==> src/rtl/dbg_inject_pkg.sv <==
package dbg_inject_pkg;

  typedef enum logic [0:0] {
    RUN_HALTED = 1'b0,
    RUN_EXEC   = 1'b1
  } run_state_e;

  // Store slot k lives at address (nslots-1-k): first-fetched byte is highest.
  function automatic int unsigned slot_addr(input int unsigned slot,
                                            input int unsigned nslots);
    return nslots - 1 - slot;
  endfunction

  // Mask of bus-control bits that hold state: enable (msb) and force (msb-1).
  function automatic int unsigned ctl_keep_mask(input int unsigned width);
    return (1 << (width - 1)) | (1 << (width - 2));
  endfunction

endpackage

==> src/rtl/dbg_inject_regs.sv <==
module dbg_inject_regs
  import dbg_inject_pkg::*;
#(
  parameter int DATA_W    = 8,
  parameter int ADDR_W    = 4,
  parameter int NUM_STORE = 5,
  parameter int CTL_ADDR  = 8
) (
  input  logic                        clk,
  input  logic                        rst_n,
  input  logic                        wr_en,
  input  logic                        wr_auto,
  input  logic [ADDR_W-1:0]           wr_addr,
  input  logic [DATA_W-1:0]           wr_data,
  input  logic                        store_lock,
  output logic [NUM_STORE*DATA_W-1:0] store_flat,
  output logic [DATA_W-1:0]           ctl_q,
  output logic                        trig_wr
);

  localparam logic [DATA_W-1:0] CTL_MASK  = DATA_W'(ctl_keep_mask(DATA_W));
  localparam logic [ADDR_W-1:0] CTL_A     = ADDR_W'(CTL_ADDR);
  localparam logic [ADDR_W-1:0] TRIG_A    = ADDR_W'(slot_addr(0, NUM_STORE));

  logic [ADDR_W-1:0] last_addr;
  logic [ADDR_W-1:0] eff_addr;

  assign eff_addr = wr_auto ? (last_addr + ADDR_W'(1)) : wr_addr;
  assign trig_wr  = wr_en && !store_lock && (eff_addr == TRIG_A);

  always_ff @(posedge clk or negedge rst_n) begin
    if (!rst_n)     last_addr <= '0;
    else if (wr_en) last_addr <= eff_addr;
  end

  for (genvar k = 0; k < NUM_STORE; k++) begin : g_slot
    localparam logic [ADDR_W-1:0] SLOT_A = ADDR_W'(slot_addr(k, NUM_STORE));
    logic hit;
    assign hit = wr_en && !store_lock && (eff_addr == SLOT_A);
    always_ff @(posedge clk or negedge rst_n) begin
      if (!rst_n)   store_flat[k*DATA_W +: DATA_W] <= '0;
      else if (hit) store_flat[k*DATA_W +: DATA_W] <= wr_data;
    end
  end

  always_ff @(posedge clk or negedge rst_n) begin
    if (!rst_n)                            ctl_q <= '0;
    else if (wr_en && (eff_addr == CTL_A)) ctl_q <= wr_data & CTL_MASK;
  end

endmodule

==> src/rtl/dbg_inject_seq.sv <==
module dbg_inject_seq
  import dbg_inject_pkg::*;
(
  input  logic clk,
  input  logic rst_n,
  input  logic trig_wr,
  input  logic core_done,
  output logic exec_req,
  output logic core_halt,
  output logic busy
);

  run_state_e state;

  always_ff @(posedge clk or negedge rst_n) begin
    if (!rst_n) begin
      state    <= RUN_HALTED;
      exec_req <= 1'b0;
    end else begin
      exec_req <= 1'b0;
      case (state)
        RUN_HALTED: if (trig_wr) begin
          state    <= RUN_EXEC;
          exec_req <= 1'b1;
        end
        RUN_EXEC: if (core_done) state <= RUN_HALTED;
        default:  state <= RUN_HALTED;
      endcase
    end
  end

  assign busy      = (state == RUN_EXEC);
  assign core_halt = !busy;

endmodule

==> src/rtl/dbg_inject_fetch.sv <==
module dbg_inject_fetch #(
  parameter int DATA_W    = 8,
  parameter int NUM_STORE = 5,
  parameter int IDX_W     = 3
) (
  input  logic [IDX_W-1:0]            fetch_idx,
  input  logic [NUM_STORE*DATA_W-1:0] store_flat,
  output logic [DATA_W-1:0]           fetch_data,
  output logic                        fetch_err
);

  always_comb begin
    fetch_data = '0;
    for (int i = 0; i < NUM_STORE; i++) begin
      if (int'(fetch_idx) == i) fetch_data = store_flat[i*DATA_W +: DATA_W];
    end
    fetch_err = (int'(fetch_idx) >= NUM_STORE);
  end

endmodule

==> src/rtl/dbg_inject_busgate.sv <==
module dbg_inject_busgate (
  input  logic clk,
  input  logic rst_n,
  input  logic req_en,
  input  logic ack_force,
  input  logic busy,
  input  logic ext_busreq,
  output logic grant,
  output logic ext_busack
);

  always_ff @(posedge clk or negedge rst_n) begin
    if (!rst_n) grant <= 1'b0;
    else        grant <= req_en && ext_busreq && (grant || !busy);
  end

  assign ext_busack = ack_force || grant;

endmodule

==> src/rtl/dbg_inject_buf.sv <==
module dbg_inject_buf #(
  parameter int DATA_W    = 8,
  parameter int ADDR_W    = 4,
  parameter int NUM_STORE = 5,
  parameter int CTL_ADDR  = 8,
  localparam int IDX_W    = $clog2(NUM_STORE + 1)
) (
  input  logic              clk,
  input  logic              rst_n,
  input  logic              wr_en,
  input  logic              wr_auto,
  input  logic [ADDR_W-1:0] wr_addr,
  input  logic [DATA_W-1:0] wr_data,
  input  logic [IDX_W-1:0]  fetch_idx,
  output logic [DATA_W-1:0] fetch_data,
  output logic              fetch_err,
  input  logic              core_done,
  output logic              core_halt,
  output logic              exec_req,
  input  logic              ext_busreq,
  output logic              ext_busack,
  output logic [DATA_W-1:0] ctl_rdata
);

  localparam int EN_BIT  = DATA_W - 1;
  localparam int ACK_BIT = DATA_W - 2;

  logic [NUM_STORE*DATA_W-1:0] store_flat;
  logic [DATA_W-1:0]           ctl_q;
  logic                        trig_wr;
  logic                        busy;
  logic                        bus_grant;

  dbg_inject_regs #(
    .DATA_W(DATA_W), .ADDR_W(ADDR_W), .NUM_STORE(NUM_STORE), .CTL_ADDR(CTL_ADDR)
  ) u_regs (
    .clk(clk), .rst_n(rst_n), .wr_en(wr_en), .wr_auto(wr_auto),
    .wr_addr(wr_addr), .wr_data(wr_data), .store_lock(busy),
    .store_flat(store_flat), .ctl_q(ctl_q), .trig_wr(trig_wr)
  );

  dbg_inject_seq u_seq (
    .clk(clk), .rst_n(rst_n), .trig_wr(trig_wr), .core_done(core_done),
    .exec_req(exec_req), .core_halt(core_halt), .busy(busy)
  );

  dbg_inject_fetch #(
    .DATA_W(DATA_W), .NUM_STORE(NUM_STORE), .IDX_W(IDX_W)
  ) u_fetch (
    .fetch_idx(fetch_idx), .store_flat(store_flat),
    .fetch_data(fetch_data), .fetch_err(fetch_err)
  );

  dbg_inject_busgate u_bus (
    .clk(clk), .rst_n(rst_n), .req_en(ctl_q[EN_BIT]), .ack_force(ctl_q[ACK_BIT]),
    .busy(busy), .ext_busreq(ext_busreq), .grant(bus_grant), .ext_busack(ext_busack)
  );

  assign ctl_rdata = ctl_q;

endmodule

==> config.mk <==
export PLATFORM = sky130hd
export DESIGN_NAME = dbg_inject_buf
export DESIGN_NICKNAME = d
export VERILOG_FILES = /design/src/rtl/dbg_inject_pkg.sv /design/src/rtl/dbg_inject_regs.sv /design/src/rtl/dbg_inject_seq.sv /design/src/rtl/dbg_inject_fetch.sv /design/src/rtl/dbg_inject_busgate.sv /design/src/rtl/dbg_inject_buf.sv
export SDC_FILE = /design/constraint.sdc
export NUM_CORES = 1
export LEC_CHECK = 0
export ABC_AREA = 1
export CAP_MARGIN = 10
export CORE_AREA = 2 2 88 90
export DETAILED_ROUTE_END_ITERATION = 10
export DIE_AREA = 0 0 90 92
export GPL_TIMING_DRIVEN = 1
export PLACE_DENSITY = 0.66
export SETUP_SLACK_MARGIN = 0.3
export SKIP_LAST_GASP = 1
export SYNTH_ARGS = -nofsm -noshare
export SYNTH_HDL_FRONTEND = slang
export SYNTH_HIERARCHICAL = 1
export SYNTH_SLANG_ARGS = --single-unit
==> constraint.sdc <==
create_clock -name clk -period 4.57 [get_ports clk]
set_input_delay 1.1425 -clock clk [delete_from_list [all_inputs] [get_ports clk]]
set_output_delay 1.1425 -clock clk [all_outputs]
set_load 0.02 [all_outputs]
* After elaboration in Yosys (flattened, before gate mapping) *
Cells that the tools add are included.

word-level totals
  input bits = 21
  flip-flop bits (word level) = 49
  output and inout bits = 20

operators by class
  magnitude comparators = 1
  muxes and demuxes = 10
  bitwise operators = 1
  eq/ne operators = 9
  reductions and logical operators = 14
  add/subtract/negate cells = 1

operator list
  cell                                                              number
  8-bit 2-to-1 mux                                                  5
  3-bit == test (second input constant)                             3
  1-bit logical AND                                                 9
  4-bit by 2-bit == test with 1-bit output (second input constant)  2
  4-bit by 1-bit adder with 4-bit output (second input constant)    1
  4-bit by 1-bit == test with 1-bit output (second input constant)  1
  4-bit by 3-bit == test with 1-bit output (second input constant)  1
  4-bit == test (second input constant)                             1
  4-bit zero test                                                   1
  4-bit 2-to-1 mux                                                  1
  3-bit by 2-bit == test with 1-bit output (second input constant)  1
  3-bit greater-or-equal comparator (second input constant)         1
  3-bit zero test                                                   1
  1-bit 2-to-1 mux                                                  3
  1-bit logical OR                                                  2
  1-bit case mux with 2 select lines                                1
  1-bit zero test                                                   1
  1-bit NOT                                                         1

* Longest topological paths before layout *
Gate-level depths: netlist (run 1).

  depth in word-level cells = 6
  depth in mapped cells = 10

* By module *
Netlist (run 1), hierarchy kept.

modules (own cells, without submodules)
  module              cells an instance  area an instance (sq um)  times used
  dbg_inject_regs     244                2,279.7                   1
  dbg_inject_fetch    82                 379.1                     1
  dbg_inject_seq      8                  77.6                      1
  dbg_inject_busgate  5                  43.8                      1

* Worst setup path after synthesis (run 1) *
Ideal clock, no wire load.

  path kind = input-to-output
  start = in fetch_idx[0]
  end = out fetch_data[0]
  cell stages on the path = 4
  path slack = 1,553 ps
  path buffers = 1
  arrival time = 1,875 ps
  cell sequence = buf_6 > nor3_2 > nand2_1 > nand3_1

on the way
  word-level cells in the longest chain between the ends = 6
  elaborated cells on any way between the ends = 10
  those cells by class = eq/ne (4); mux (5); reduce/logical (1)

ends and longest elaborated chain
  element                        RTL line                text
  from (decl)                    dbg_inject_buf.sv:14    input logic [IDX_W-1:0] fetch_idx,
  3-bit zero test                dbg_inject_fetch.sv:15  if (int'(fetch_idx) == i) fetch_data = store_flat[i*DATA_W +: DATA_W];
  8-bit 2-to-1 mux (4 in a row)  dbg_inject_fetch.sv:15
  8-bit 2-to-1 mux (*)           dbg_inject_fetch.sv:15
  to (decl)                      dbg_inject_buf.sv:15    output logic [DATA_W-1:0] fetch_data,

Mark *: on every way between the ends. The rest lies on a longest branch, timed or not.

* Worst setup path after layout (run 1) *
  start = in fetch_idx[1]
  end = out fetch_data[4]

Same word-level chain as after synthesis.

==> results.cfg, run 1 <==
[final_layout]
final_cell_mix = nand2_1 (123), nand4_1 (50), dfrtp_1 (49)
diodes = 0
fill_cells = 765
multi_input_area_um2 = 1360
drive_gt1_share_pct = 12.3
fin_nets = 394
final-seq-area_um2 = 1230
syn_to_final_growth_pct = 18.1
final_common_cell = nand2_1

[sta]
tightest_slew_ns = 0.587
worst_hold_slack_ns = 0.481
finalCritPeriodShare_pct = 92.0
setup_tns_ns = 0
fmax_mhz = 238
fin_ws_ns = 0.368
slew_headroom_pct = 60.8
slew_viol_final = 0
hold_viol = 0
period_needed_ns = 4.20
skew_ns = 0.0101
grt_setup_unrepaired = no
setup_viol = 0

[route]
drt-total-wl_um = 6780
vias_per_cell = 5.08
vias = 2414
wl_per_cell_um = 14.3
detail-route-antenna-nets = 0
route.detailed.drc = 0
first_pass_iters = 4
initialDrtViolationCount = 216

[grt]
grt_start_max_net_pins = 47
grt_pass1_vias = 2301
grt_usage_pct = 17.2
grt_pass1_wl_um = 11400
gr-total-overflow = 0
antenna_found_initial = 0

[min_path]
hp-class = flop to flop
hold_depth = 2

[clock_tree]
clock_latency_ns = 0.31
cts_tree = yes
clkSlewWorstSetupHoldPaths_ns = 0.10
cts_sinks = 49
cts_buffers = 5
clockBufferDepth = 2
cts-root-buf = clkbuf_8
postCtsHoldBufs = 0
htreeDepth = 2

[synthesis]
yosysWarnings = 6
synth_seq_area_share_pct = 44.1
synthesis.area_um2 = 2780
synth_seq_cells = 49
synth_ff_type = dfrtp_1
postSynth.asyncResetShare_pct = 100
synth_edf_count = 0
syn_inst = 339
syn_area_per_cell_um2 = 8.20
synth.distinct_cells = 30

[floorplanning]
fp.dieW_um = 90
rows = 32
core_area_um2 = 7450
dieArea_um2 = 8280
start_util_pct = 37.3
boundaryPins = 41
die_h_um = 92

[setup_path]
slowest_stage = clkdlybuf4s50_1
worst_path_most_repeated_cell = clkdlybuf4s50_1
critPathLaunchType = primary input
cp.required_ns = 3.43
worst_setup_path_end_kind = primary output
cp.arrival_ns = 3.06
worst-r2r-setup-slack_ns = 2.36
worstRegToRegCells = 9
cp_cell_sequence = clkdlybuf4s50_1 > inv_2 > nor3_4 > buf_12 > nand2_1 > nand3_1 > clkdlybuf4s50_1
crit_type = primary input to primary output
critPathMaxFanout = 9
cpPeakStageDelay_ns = 0.62

[flow_run]
drv_cap = 0

[pwr]
power.total_mw = 1.46
leakagePower_nw = 1.61
peakVddDrop_v = 0.000202
p_per_area_nw_per_um2 = 444

[status]
status = finished, final reports clean

[placement]
dpl.hpwl_um = 4610
port_buffers = 34
gp_congestion = 0.824
dpl_worst_slack_ns = 0.275
-- sequential cells by signal, summed over array words and instances (netlist names) --
name	flops
u_seq/exec_req	1
u_regs/store_flat	40
u_seq/busy	1
u_regs/ctl_q	2
u_bus/grant	1
u_regs/last_addr	4
-- layout make-up --
| cell class | instances | share of cell area (%) |
|---|---|---|
| Multi-Input combinational cell | 253 | 41.3 |
| Tap cell | 102 | 3.89 |
| Sequential cell | 49 | 37.3 |
| Inverter | 25 | 3.16 |
| Clock inverter | 3 | 0.762 |
| Timing Repair Buffer | 38 | 11.5 |
| Clock buffer | 5 | 2.10 |
-- critical path, delay by kind of cell --
kind	cells	cell delay, ns
buf+inv	4	1.54
simple gates	3	0.37
-- logic make-up after synthesis --
family / count (synthesis) / share of synthesized area (%)
AOI/OAI and AO/OA: 5 / 0.945
other: 1 / 0.135
buffers and inverters: 42 / 8.19
adders and majority gates: 1 / 0.450
DFF: 49 / 44.1
and+or+nand+nor: 241 / 46.2
-- timing repair --
item | in CTS | in global routing
setup buffers | 0 | 1
pin swaps | 0 | 1
endpoints found under the setup margin | 1 | 7
gates resized for setup | 1 | 3
-- synth_stat cells, types with 2 or more instances --
cell type | count | share of area, %
buf_2 | 5 | 0.90
nand3_4 | 5 | 3.2
nand2_2 | 7 | 1.6
nor2_1 | 19 | 2.6
dfrtp_1 | 49 | 44
nand2_1 | 123 | 17
inv_1 | 18 | 2.4
o21ai_0 | 3 | 0.54
nand3_1 | 23 | 4.1
nor2_8 | 3 | 2.2
nor2_4 | 2 | 0.81
inv_2 | 5 | 0.68
nand2_4 | 2 | 0.81
nand4_1 | 50 | 11
buf_4 | 10 | 2.7
-- metrics by stage --
stage               area, µm²  instances  utilization, %
floorplan                2800        344               -
global placement         3160        466            42.4
detailed placement       3160        466            42.4
CTS                      3260        474            43.7
global route             3280        475            44.1
finish                   3280        475            44.1
-- final timing paths --
path	startpoint	to
max	fetch_idx[1]	fetch_data[4]
min reg2reg	u_regs/store_flat[25]	u_regs/store_flat[25]
max in group asynchronous	rst_n	u_regs/store_flat[32]
min in group asynchronous	rst_n	u_regs/store_flat[13]
min	u_regs/store_flat[25]	u_regs/store_flat[25]
max reg2reg	u_regs/last_addr[0]	u_regs/store_flat[24]
-- power breakdown --
group / internal (mW) / leakage, nW / switching [mW]
logic: 0.186 / 0.946 / 0.289
registers: 0.608 / 0.623 / 0.103
clock network: 0.111 / 0.0447 / 0.160
total: 0.906 / 1.61 / 0.551
-- layer usage --
layer | wire length, µm | vias up | track usage (%)
met4 | 123 | 0 | 5.51
met2 | 3230 | 73 | 27.9
met3 | 330 | 8 | 3.04
met5 | 0 | - | 0
met1 | 3100 | 1146 | 23.4
li1 | - | 1187 | -
Note: power is estimated with default switching activity, not from simulation.
==> inputs of run 2 (changes only) <==
--- a/config.mk
+++ b/config.mk
@@ -8,9 +8,11 @@
 export ABC_AREA = 1
 export CAP_MARGIN = 10
 export CORE_AREA = 2 2 88 90
+export CTS_CLUSTER_SIZE = 20
 export DETAILED_ROUTE_END_ITERATION = 10
 export DIE_AREA = 0 0 90 92
 export GPL_TIMING_DRIVEN = 1
+export HOLD_SLACK_MARGIN = 0.08
 export PLACE_DENSITY = 0.66
 export SETUP_SLACK_MARGIN = 0.3
 export SKIP_LAST_GASP = 1
==> results of run 2 <==
No change in the layout: final DEF, timing and power equal those of run 1.
==> inputs of run 3 (changes only) <==
--- a/config.mk
+++ b/config.mk
@@ -7,13 +7,13 @@
 export LEC_CHECK = 0
 export ABC_AREA = 1
 export CAP_MARGIN = 10
-export CORE_AREA = 2 2 88 90
+export CORE_AREA = 2 2 67 117
 export CTS_CLUSTER_SIZE = 20
 export DETAILED_ROUTE_END_ITERATION = 10
-export DIE_AREA = 0 0 90 92
+export DIE_AREA = 0 0 69 119
 export GPL_TIMING_DRIVEN = 1
 export HOLD_SLACK_MARGIN = 0.08
-export PLACE_DENSITY = 0.66
+export PLACE_DENSITY = 0.67
 export SETUP_SLACK_MARGIN = 0.3
 export SKIP_LAST_GASP = 1
 export SYNTH_ARGS = -nofsm -noshare
==> run 3 against run 2 <==
Net effect: largest power group unchanged; critical path type unchanged; clock power grew 52%; highest routed layer unchanged; core utilization grew 1.3 points; sequential power grew 0.8%.
==> results.cfg, run 3 (synthesis gave the netlist of run 1 again) <==
[status]
status = finished, final reports clean

[final_layout]
fin_nets = 395
largest_register = u_regs/store_flat
largest_register_ff_count = 40
final_cell_mix = nand2_1 (123), nand4_1 (50), dfrtp_1 (49)
syn_to_final_growth_pct = 20.3
final_area_um2 = 3340
final_util_pct = 45.4
final_common_cell = nand2_1
diodes = 0
reg_top3 = u_regs/store_flat (40), u_regs/last_addr (4), u_regs/ctl_q (2)
drive_gt1_share_pct = 12.3

[flow_run]
drv_cap = 0

[setup_path]
r2r-start = u_regs/last_addr[0]
critPathMaxFanout = 9
cp.required_ns = 3.43
cp.arrival_ns = 2.97
worst_setup_path_end_kind = primary output
crit_type = primary input to primary output
cpPeakStageDelay_ns = 0.60
cp_cell_sequence = clkdlybuf4s50_1 > buf_4 > nor2_4 > nand3_1 > nand2_1 > nor2_1 > nand3_1 > clkdlybuf4s50_1
startpoint = fetch_idx[0]
critPathLaunchType = primary input
slowest_stage = clkdlybuf4s50_1

[placement]
dpl.hpwl_um = 4810
port_buffers = 34
dpl_worst_slack_ns = 0.294
postPlaceCellArea_um2 = 3130
gp_congestion = 0.901

[route]
vias_per_cell = 5.32
first_pass_iters = 4
initialDrtViolationCount = 126
drt-total-wl_um = 7010
route.detailed.drc = 0
vias = 2453
detail-route-antenna-nets = 0
wl_per_cell_um = 15.2

[clock_tree]
clockBufferDepth = 2
htreeDepth = 2
postCtsHoldBufs = 0
cts_sinks = 49
clock_latency_ns = 0.29
cts_buffers = 5
cts-root-buf = clkbuf_16
clkSlewWorstSetupHoldPaths_ns = 0.07
cts_tree = yes

[floorplanning]
fp.dieW_um = 69
boundaryPins = 41
dieArea_um2 = 8210
rows = 42
core_area_um2 = 7360
start_util_pct = 37.8
die_h_um = 119

[grt]
gr-total-overflow = 0
grt_usage_pct = 17.9
antenna_found_initial = 0
grt_start_max_net_pins = 50
grt_pass1_vias = 2354
grt_pass1_wl_um = 11900

[pwr]
leakagePower_nw = 1.66
power.total_mw = 1.61
p_per_area_nw_per_um2 = 480
peakVddDrop_v = 0.000279

[sta]
period_needed_ns = 4.11
grt_setup_unrepaired = no
fmax_mhz = 243
setup_viol = 0
finalCritPeriodShare_pct = 90.0
setup_tns_ns = 0
slew_viol_final = 0
tightest_slew_ns = 0.536
fin_ws_ns = 0.457
slew_headroom_pct = 64.2
skew_ns = 0.00539
hold_viol = 0

[min_path]
hp-class = flop to flop
hp-start = u_regs/store_flat[21]
-- run 3: changes by cell type in the layout (fill, tap and decap cells not counted), sizes merged --
cell           delta
buf               +1
bufinv            +1
clkdlybuf4s50     -1
clkinvlp          -1
dlymetal6s2s      +1
inv               -1
-- run 3: cell type report --
cell class	instances	area, µm²
clock buffer	5	125
clock inverter	2	35.0
fill	748	4010
inverter	25	104
multi-input combinational	253	1360
sequential	49	1230
tap	88	110
timing repair buffer	39	388
-- run 3: where the power goes --
part           total, mW  internal (mW)  switching, mW
registers          0.717          0.610          0.107
clock network      0.412          0.254          0.157
logic              0.477          0.187          0.291
total               1.61           1.05          0.555
-- run 3: path summary, 6_finish.rpt --
| check | end | depth (start not counted) | slack [ns] |
|---|---|---|---|
| min | u_regs/store_flat[21] | 2 | 0.47 |
| min in group asynchronous | u_regs/store_flat[3] | 1 | 0.70 |
| max in group asynchronous | u_regs/store_flat[24] | 2 | 3.38 |
| max reg2reg | u_regs/store_flat[30] | 9 | 2.45 |
| max | fetch_data[7] | 8 | 0.46 |
| min reg2reg | u_regs/store_flat[21] | 2 | 0.47 |
-- run 3: layer usage --
metal	track usage, %	wire length, µm	up-vias	share of wire, %
met3	1.78	279	22	4.0
met1	22.3	2790	1161	40
li1	-	-	1195	-
met2	29.6	3550	75	51
met5	0	0	-	0
met4	11.0	390	0	5.6
-- run 3: what timing repair did --
item / CTS / global route
setup endpoints to repair: 5 / 8
pin swaps: 0 / 1
resized for setup: 1 / 4
setup buffers: 0 / 2
-- run 3: worst max-delay path: cells and delay by family --
family        cells  cell delay (ns)
simple gates      5             0.54
buf+inv           3             1.28
-- run 3: metrics by stage --
step,hold slack (ns),cells
after floorplan,0.442,344
after global routing,0.496,461
after CTS,0.475,458
after detailed placement,0.458,451
final,0.471,461
after global placement,0.455,451
